--- src/rtl/split_sigma_pkg.sv ---
package split_sigma_pkg;

  localparam int WORD_W = 32;
  localparam int OP_W   = 3;

  // Function family selected by the decoder
  typedef enum logic [1:0] {
    FN_BIG0 = 2'd0,
    FN_BIG1 = 2'd1,
    FN_SML0 = 2'd2,
    FN_SML1 = 2'd3
  } sigmaFn_e;

  // Strobes from control to datapath
  typedef struct packed {
    logic     load;      // capture a new result
    logic     legal;     // code is one of the six defined ones
    sigmaFn_e fn;        // which sigma
    logic     upperHalf; // small sigma: shift term without spill
  } dpCtrl_t;

  // Rotation / shift amounts on the 64-bit word
  localparam int B0_R1 = 28, B0_R2 = 34, B0_R3 = 39;
  localparam int B1_R1 = 14, B1_R2 = 18, B1_R3 = 41;
  localparam int S0_R1 = 1,  S0_R2 = 8,  S0_SH = 7;
  localparam int S1_R1 = 19, S1_R2 = 61, S1_SH = 6;

endpackage

--- src/rtl/split_sigma_ctrl.sv ---
module split_sigma_ctrl
  import split_sigma_pkg::*;
#(
  parameter int OP_BITS = OP_W
) (
  input  logic               clk,
  input  logic               rstN,
  input  logic               inStrobe,
  input  logic [OP_BITS-1:0] opSel,
  output dpCtrl_t            dpCtrl,
  output logic               outValid
);

  localparam logic [OP_BITS-1:0] LAST_CODE = OP_BITS'(5);

  logic validQ;

  always_comb begin
    dpCtrl           = '0;
    dpCtrl.load      = inStrobe;
    dpCtrl.legal     = (opSel <= LAST_CODE);
    unique case (opSel[2:0])
      3'd0:    dpCtrl.fn = FN_BIG0;
      3'd1:    dpCtrl.fn = FN_BIG1;
      3'd2:    dpCtrl.fn = FN_SML0;
      3'd3: begin
        dpCtrl.fn        = FN_SML0;
        dpCtrl.upperHalf = 1'b1;
      end
      3'd4:    dpCtrl.fn = FN_SML1;
      3'd5: begin
        dpCtrl.fn        = FN_SML1;
        dpCtrl.upperHalf = 1'b1;
      end
      default: dpCtrl.fn = FN_BIG0;
    endcase
  end

  always_ff @(posedge clk or negedge rstN) begin
    if (!rstN) validQ <= 1'b0;
    else       validQ <= inStrobe;
  end

  assign outValid = validQ;

  // valid follows a strobe by one cycle
  a_r2_valid_after_strobe: assert property (@(posedge clk) disable iff (!rstN)
    inStrobe |=> outValid);

  // no valid without a strobe
  a_r2_no_spurious_valid: assert property (@(posedge clk) disable iff (!rstN)
    !inStrobe |=> !outValid);

endmodule

--- src/rtl/split_sigma_dp.sv ---
module split_sigma_dp
  import split_sigma_pkg::*;
#(
  parameter int DATA_W = WORD_W
) (
  input  logic              clk,
  input  logic              rstN,
  input  dpCtrl_t           dpCtrl,
  input  logic [DATA_W-1:0] rs1,
  input  logic [DATA_W-1:0] rs2,
  output logic [DATA_W-1:0] outResult
);

  localparam int DBL_W = 2 * DATA_W;

  // Lower half of ROTR(n) applied to {upr, lwr}
  function automatic logic [DATA_W-1:0] rotLow(
    input logic [DATA_W-1:0] lwr,
    input logic [DATA_W-1:0] upr,
    input int                n
  );
    if (n < DATA_W)
      return (lwr >> n) | (upr << (DATA_W - n));
    else
      return (upr >> (n - DATA_W)) | (lwr << (DBL_W - n));
  endfunction

  // Lower half of SHR(n) applied to {upr, lwr}, n < DATA_W
  function automatic logic [DATA_W-1:0] shrLow(
    input logic [DATA_W-1:0] lwr,
    input logic [DATA_W-1:0] upr,
    input int                n
  );
    return (lwr >> n) | (upr << (DATA_W - n));
  endfunction

  logic [DATA_W-1:0] big0Word, big1Word, sml0Word, sml1Word;
  logic [DATA_W-1:0] sml0Shift, sml1Shift;
  logic [DATA_W-1:0] resultNext, resultQ;

  // rs1 plays the "lower" role in every code; for the upper-half codes
  // the caller has already placed the upper half of the word in rs1.
  always_comb begin
    big0Word = rotLow(rs1, rs2, B0_R1) ^ rotLow(rs1, rs2, B0_R2) ^ rotLow(rs1, rs2, B0_R3);
    big1Word = rotLow(rs1, rs2, B1_R1) ^ rotLow(rs1, rs2, B1_R2) ^ rotLow(rs1, rs2, B1_R3);

    sml0Shift = dpCtrl.upperHalf ? (rs1 >> S0_SH) : shrLow(rs1, rs2, S0_SH);
    sml1Shift = dpCtrl.upperHalf ? (rs1 >> S1_SH) : shrLow(rs1, rs2, S1_SH);

    sml0Word = rotLow(rs1, rs2, S0_R1) ^ rotLow(rs1, rs2, S0_R2) ^ sml0Shift;
    sml1Word = rotLow(rs1, rs2, S1_R1) ^ rotLow(rs1, rs2, S1_R2) ^ sml1Shift;
  end

  always_comb begin
    if (!dpCtrl.legal) begin
      resultNext = '0;
    end else begin
      unique case (dpCtrl.fn)
        FN_BIG0: resultNext = big0Word;
        FN_BIG1: resultNext = big1Word;
        FN_SML0: resultNext = sml0Word;
        FN_SML1: resultNext = sml1Word;
        default: resultNext = '0;
      endcase
    end
  end

  always_ff @(posedge clk or negedge rstN) begin
    if (!rstN)             resultQ <= '0;
    else if (dpCtrl.load)  resultQ <= resultNext;
  end

  assign outResult = resultQ;

  // idle cycles leave the result untouched
  a_r11_hold_when_idle: assert property (@(posedge clk) disable iff (!rstN)
    !dpCtrl.load |=> $stable(outResult));

  // undefined codes return zero
  a_r10_undefined_zero: assert property (@(posedge clk) disable iff (!rstN)
    (dpCtrl.load && !dpCtrl.legal) |=> (outResult == '0));

  // with both operands zero every code yields zero
  a_r3_zero_in_zero_out: assert property (@(posedge clk) disable iff (!rstN)
    (dpCtrl.load && rs1 == '0 && rs2 == '0) |=> (outResult == '0));

endmodule

--- src/rtl/split_sigma_unit.sv ---
module split_sigma_unit
  import split_sigma_pkg::*;
#(
  parameter int DATA_W  = WORD_W,
  parameter int OP_BITS = OP_W
) (
  input  logic               clk,
  input  logic               rstN,
  input  logic               inStrobe,
  input  logic [OP_BITS-1:0] opSel,
  input  logic [DATA_W-1:0]  rs1,
  input  logic [DATA_W-1:0]  rs2,
  output logic               outValid,
  output logic [DATA_W-1:0]  outResult
);

  dpCtrl_t dpCtrl;

  split_sigma_ctrl #(.OP_BITS(OP_BITS)) u_ctrl (
    .clk      (clk),
    .rstN     (rstN),
    .inStrobe (inStrobe),
    .opSel    (opSel),
    .dpCtrl   (dpCtrl),
    .outValid (outValid)
  );

  split_sigma_dp #(.DATA_W(DATA_W)) u_dp (
    .clk       (clk),
    .rstN      (rstN),
    .dpCtrl    (dpCtrl),
    .rs1       (rs1),
    .rs2       (rs2),
    .outResult (outResult)
  );

endmodule

--- config.mk ---
export PLATFORM = sky130hd
export DESIGN_NAME = split_sigma_unit
export DESIGN_NICKNAME = d
export VERILOG_FILES = /design/src/rtl/split_sigma_pkg.sv /design/src/rtl/split_sigma_ctrl.sv /design/src/rtl/split_sigma_dp.sv /design/src/rtl/split_sigma_unit.sv
export SDC_FILE = /design/constraint.sdc
export NUM_CORES = 1
export LEC_CHECK = 0
export BUFFER_PORTS_ARGS = -buffer_cell sky130_fd_sc_hd__buf_2
export CORE_MARGIN = 5
export CORE_UTILIZATION = 45
export DETAILED_ROUTE_END_ITERATION = 6
export PLACE_DENSITY_LB_ADDON = 0.05
export SYNTH_ARGS = -nofsm -noshare
export SYNTH_HDL_FRONTEND = slang
export SYNTH_SLANG_ARGS = --single-unit
--- constraint.sdc ---
create_clock -name clk -period 1.1 [get_ports clk]
set_input_delay 0.055 -clock clk [delete_from_list [all_inputs] [get_ports clk]]
set_output_delay 0.055 -clock clk [all_outputs]
set_load 0.03 [all_outputs]
==> metrics.txt <==
status=finished clean; most numerous cell in the Yosys netlist=xnor2_1; synthesized area per cell=9.17 sq um; Setup WS pre-CTS=-0.224 ns; CTS tree=yes; Avg Vias per Cell=5.62; crit end category=register; Placer Congestion=0.950; first-pass GRT wire length=31600 microns; I/O pin count=103; clock slew at reported path FFs=0.07 ns; Comb power frac=52.7%; Overall Global Routing Usage=30.2%; Worst Path Arrival=1.21 ns; Sequential Power Share=21.4%; Synth cell types=36; Core Footprint=11400 sq um; die height=117 microns; Async S/R FF share, synth=100%; Internal=4.25 mW; # nets final=781; Worst-Skew Late Latency=0.30 ns; HP Class=in -> reg; Crit Path Class=in -> reg; P&R area growth vs syn=29.2%; synth cell count leaders=xnor2_1, buf_2, a21oi_1, dfrtp_1, nor2b_1; Clock Power Share=25.9%; vias in the first global route=4936; postcts setup bufs=0; initial antenna violation count=0; DRT antenna net count=0; Multi-input gate area=3920 sq um; Final Setup Violations=0; top cell type's share of synthesized area=23.3%; Fillers=1053; Root Buffer=clkbuf_16; worst hold slack=0.113 ns; Syn Nets=635; maxcap violations=0; number of H-tree levels=2; post-synthesis sequential area ratio=15.9%; Fmax=970 MHz; drt pass-1 iters=5; remaining global-route overflow=0; top_reg_cell synth=dfrtp_1; ranking of synthesized cells by area=xnor2_1, dfrtp_1, xor3_1; DRT Wirelength=20900 microns; Sw Ratio=38.2%; Core Util, Final=58.9%; period utilization=93.7%; fin cells=855; data required time at the worst endpoint=1.28 ns; FP Rows=39; Peak VDD IR=582 uV; YS warnings=0; switching power=2.63 mW; crit start category=input port; hpwl dp=16300 microns; worst slew pin tran=0.368 ns; drt initial violations=318; per-cell routed wire length=24.4 microns; Fin Setup TNS=0 ns; Final Slew Violations=0; Worst slew margin=75.4%; crit path max fanout=16; Sequential cell area=826 sq um; DRC viols=0; crit path from=opSel[2]; Tmin final=1.03 ns; Clock Tree Buf Depth=2; number of synthesized flops with an enable pin=0; Final Hold Vio Count=0; post-route setup slack=0.0691 ns; clk_skew=0 ns; CTS Sinks=33; die footprint=13800 sq um; RSZ-0062 raised after global routing=true; ant diodes=0; largest net degree at the start of global routing=34; Starting Density=45.6%; Syn Inst Count=565; width of the die=117 microns; Worst Hold Launch=inStrobe; cell taking the most area after synthesis=xnor2_1; PD cells=1030 nW/um^2; placed cell count=846; share of cells above drive strength 1=32.0%; r2r startpoint=u_dp.outResult[19]; cell area after synthesis=5180 sq um; Num CTS Buffers=5; Leak Pwr=3.15 nW; Synth Register Bits=33; I/O Buffers=102; Vias=4808
[final timing paths]
path / endpoint / slack, ns / cells after the start
setup / recovery: u_dp.outResult[21] / 0.07 / 6
min in group asynchronous: u_dp.outResult[20] / 0.24 / 3
setup reg to reg: u_dp.outResult[19] / 0.11 / 2
hold / removal: u_dp.outResult[25] / 0.11 / 2
hold reg to reg: u_dp.outResult[27] / 0.57 / 2
max in group asynchronous: u_dp.outResult[22] / 0.64 / 3
[layer usage]
metal	track usage [%]	share of wire, %	vias to the layer above
met5	0	0	-
li1	-	-	2197
met2	47.8	46	219
met3	5.00	6.9	46
met4	10.7	3.2	0
met1	41.7	44	2346
[power by group through the flow]
stage	combinational [mW]	clock, mW	sequential (mW)
after floorplan	2.02	0	1.84
after global placement	3.58	0	1.49
after detailed placement	3.59	0	1.49
after CTS	3.62	1.82	1.47
after global routing	3.85	1.86	1.50
final	3.63	1.79	1.47
[critical path, cell delays in order]
cell and delay [ns]:
buf_2 0.10, or3_1 0.43, buf_4 0.23, a21oi_1 0.18, o21bai_1 0.09, o31a_1 0.11
[stage by stage]
step	area [sq um]	power, mW
5_1_grt	6700	7.21
3_5_place_dp	6510	5.09
4_1_cts	6690	6.91
6_report	6700	6.88
3_3_place_gp	6510	5.07
2_1_floorplan	5180	3.86
[cell type report]
class	instances	area share (%)
clock inverters	1	0.448
clock buffers	7	2.13
multi-input cells	447	58.6
flip-flops and latches	33	12.3
well taps	143	2.67
inverters	6	0.336
repair buffers	218	23.5
[what timing repair did]
item	4_1_cts	5_1_grt
hold buffers	1	0
resized for setup	0	1
hold endpoints to repair	33	0
setup endpoints to repair	0	2
[layout by cell type, fill, tap and decap left out, drive strengths merged, types with 2 or more instances in the layout]
cell type / instances
a21o: 9
a21oi: 50
a22o: 16
a22oi: 5
a41oi: 9
and2b: 2
buf: 217
clkbuf: 7
dfrtp: 33
inv: 6
mux2i: 16
nand2: 23
nor2: 13
nor2b: 32
o21a: 10
o21ai: 16
o21bai: 16
o221ai: 5
o31a: 16
xnor2: 138
xnor3: 11
xor2: 28
xor3: 26
[registers in the layout, indices dropped and copies added, names as in the netlist]
signal           flops
u_dp.outResult      32
u_ctrl.outValid      1
[cells by family (layout without fill, tap and decap cells)]
logic type	after synthesis	after routing	share of synthesized area (%)
xor+xnor	203	203	44.8
flops	33	33	15.9
simple gates	73	73	7.22
mux	16	16	3.09
compound gates	155	155	20.6
buf+inv	85	232	8.43
No activity file was read; power rests on OpenSTA's default activity.
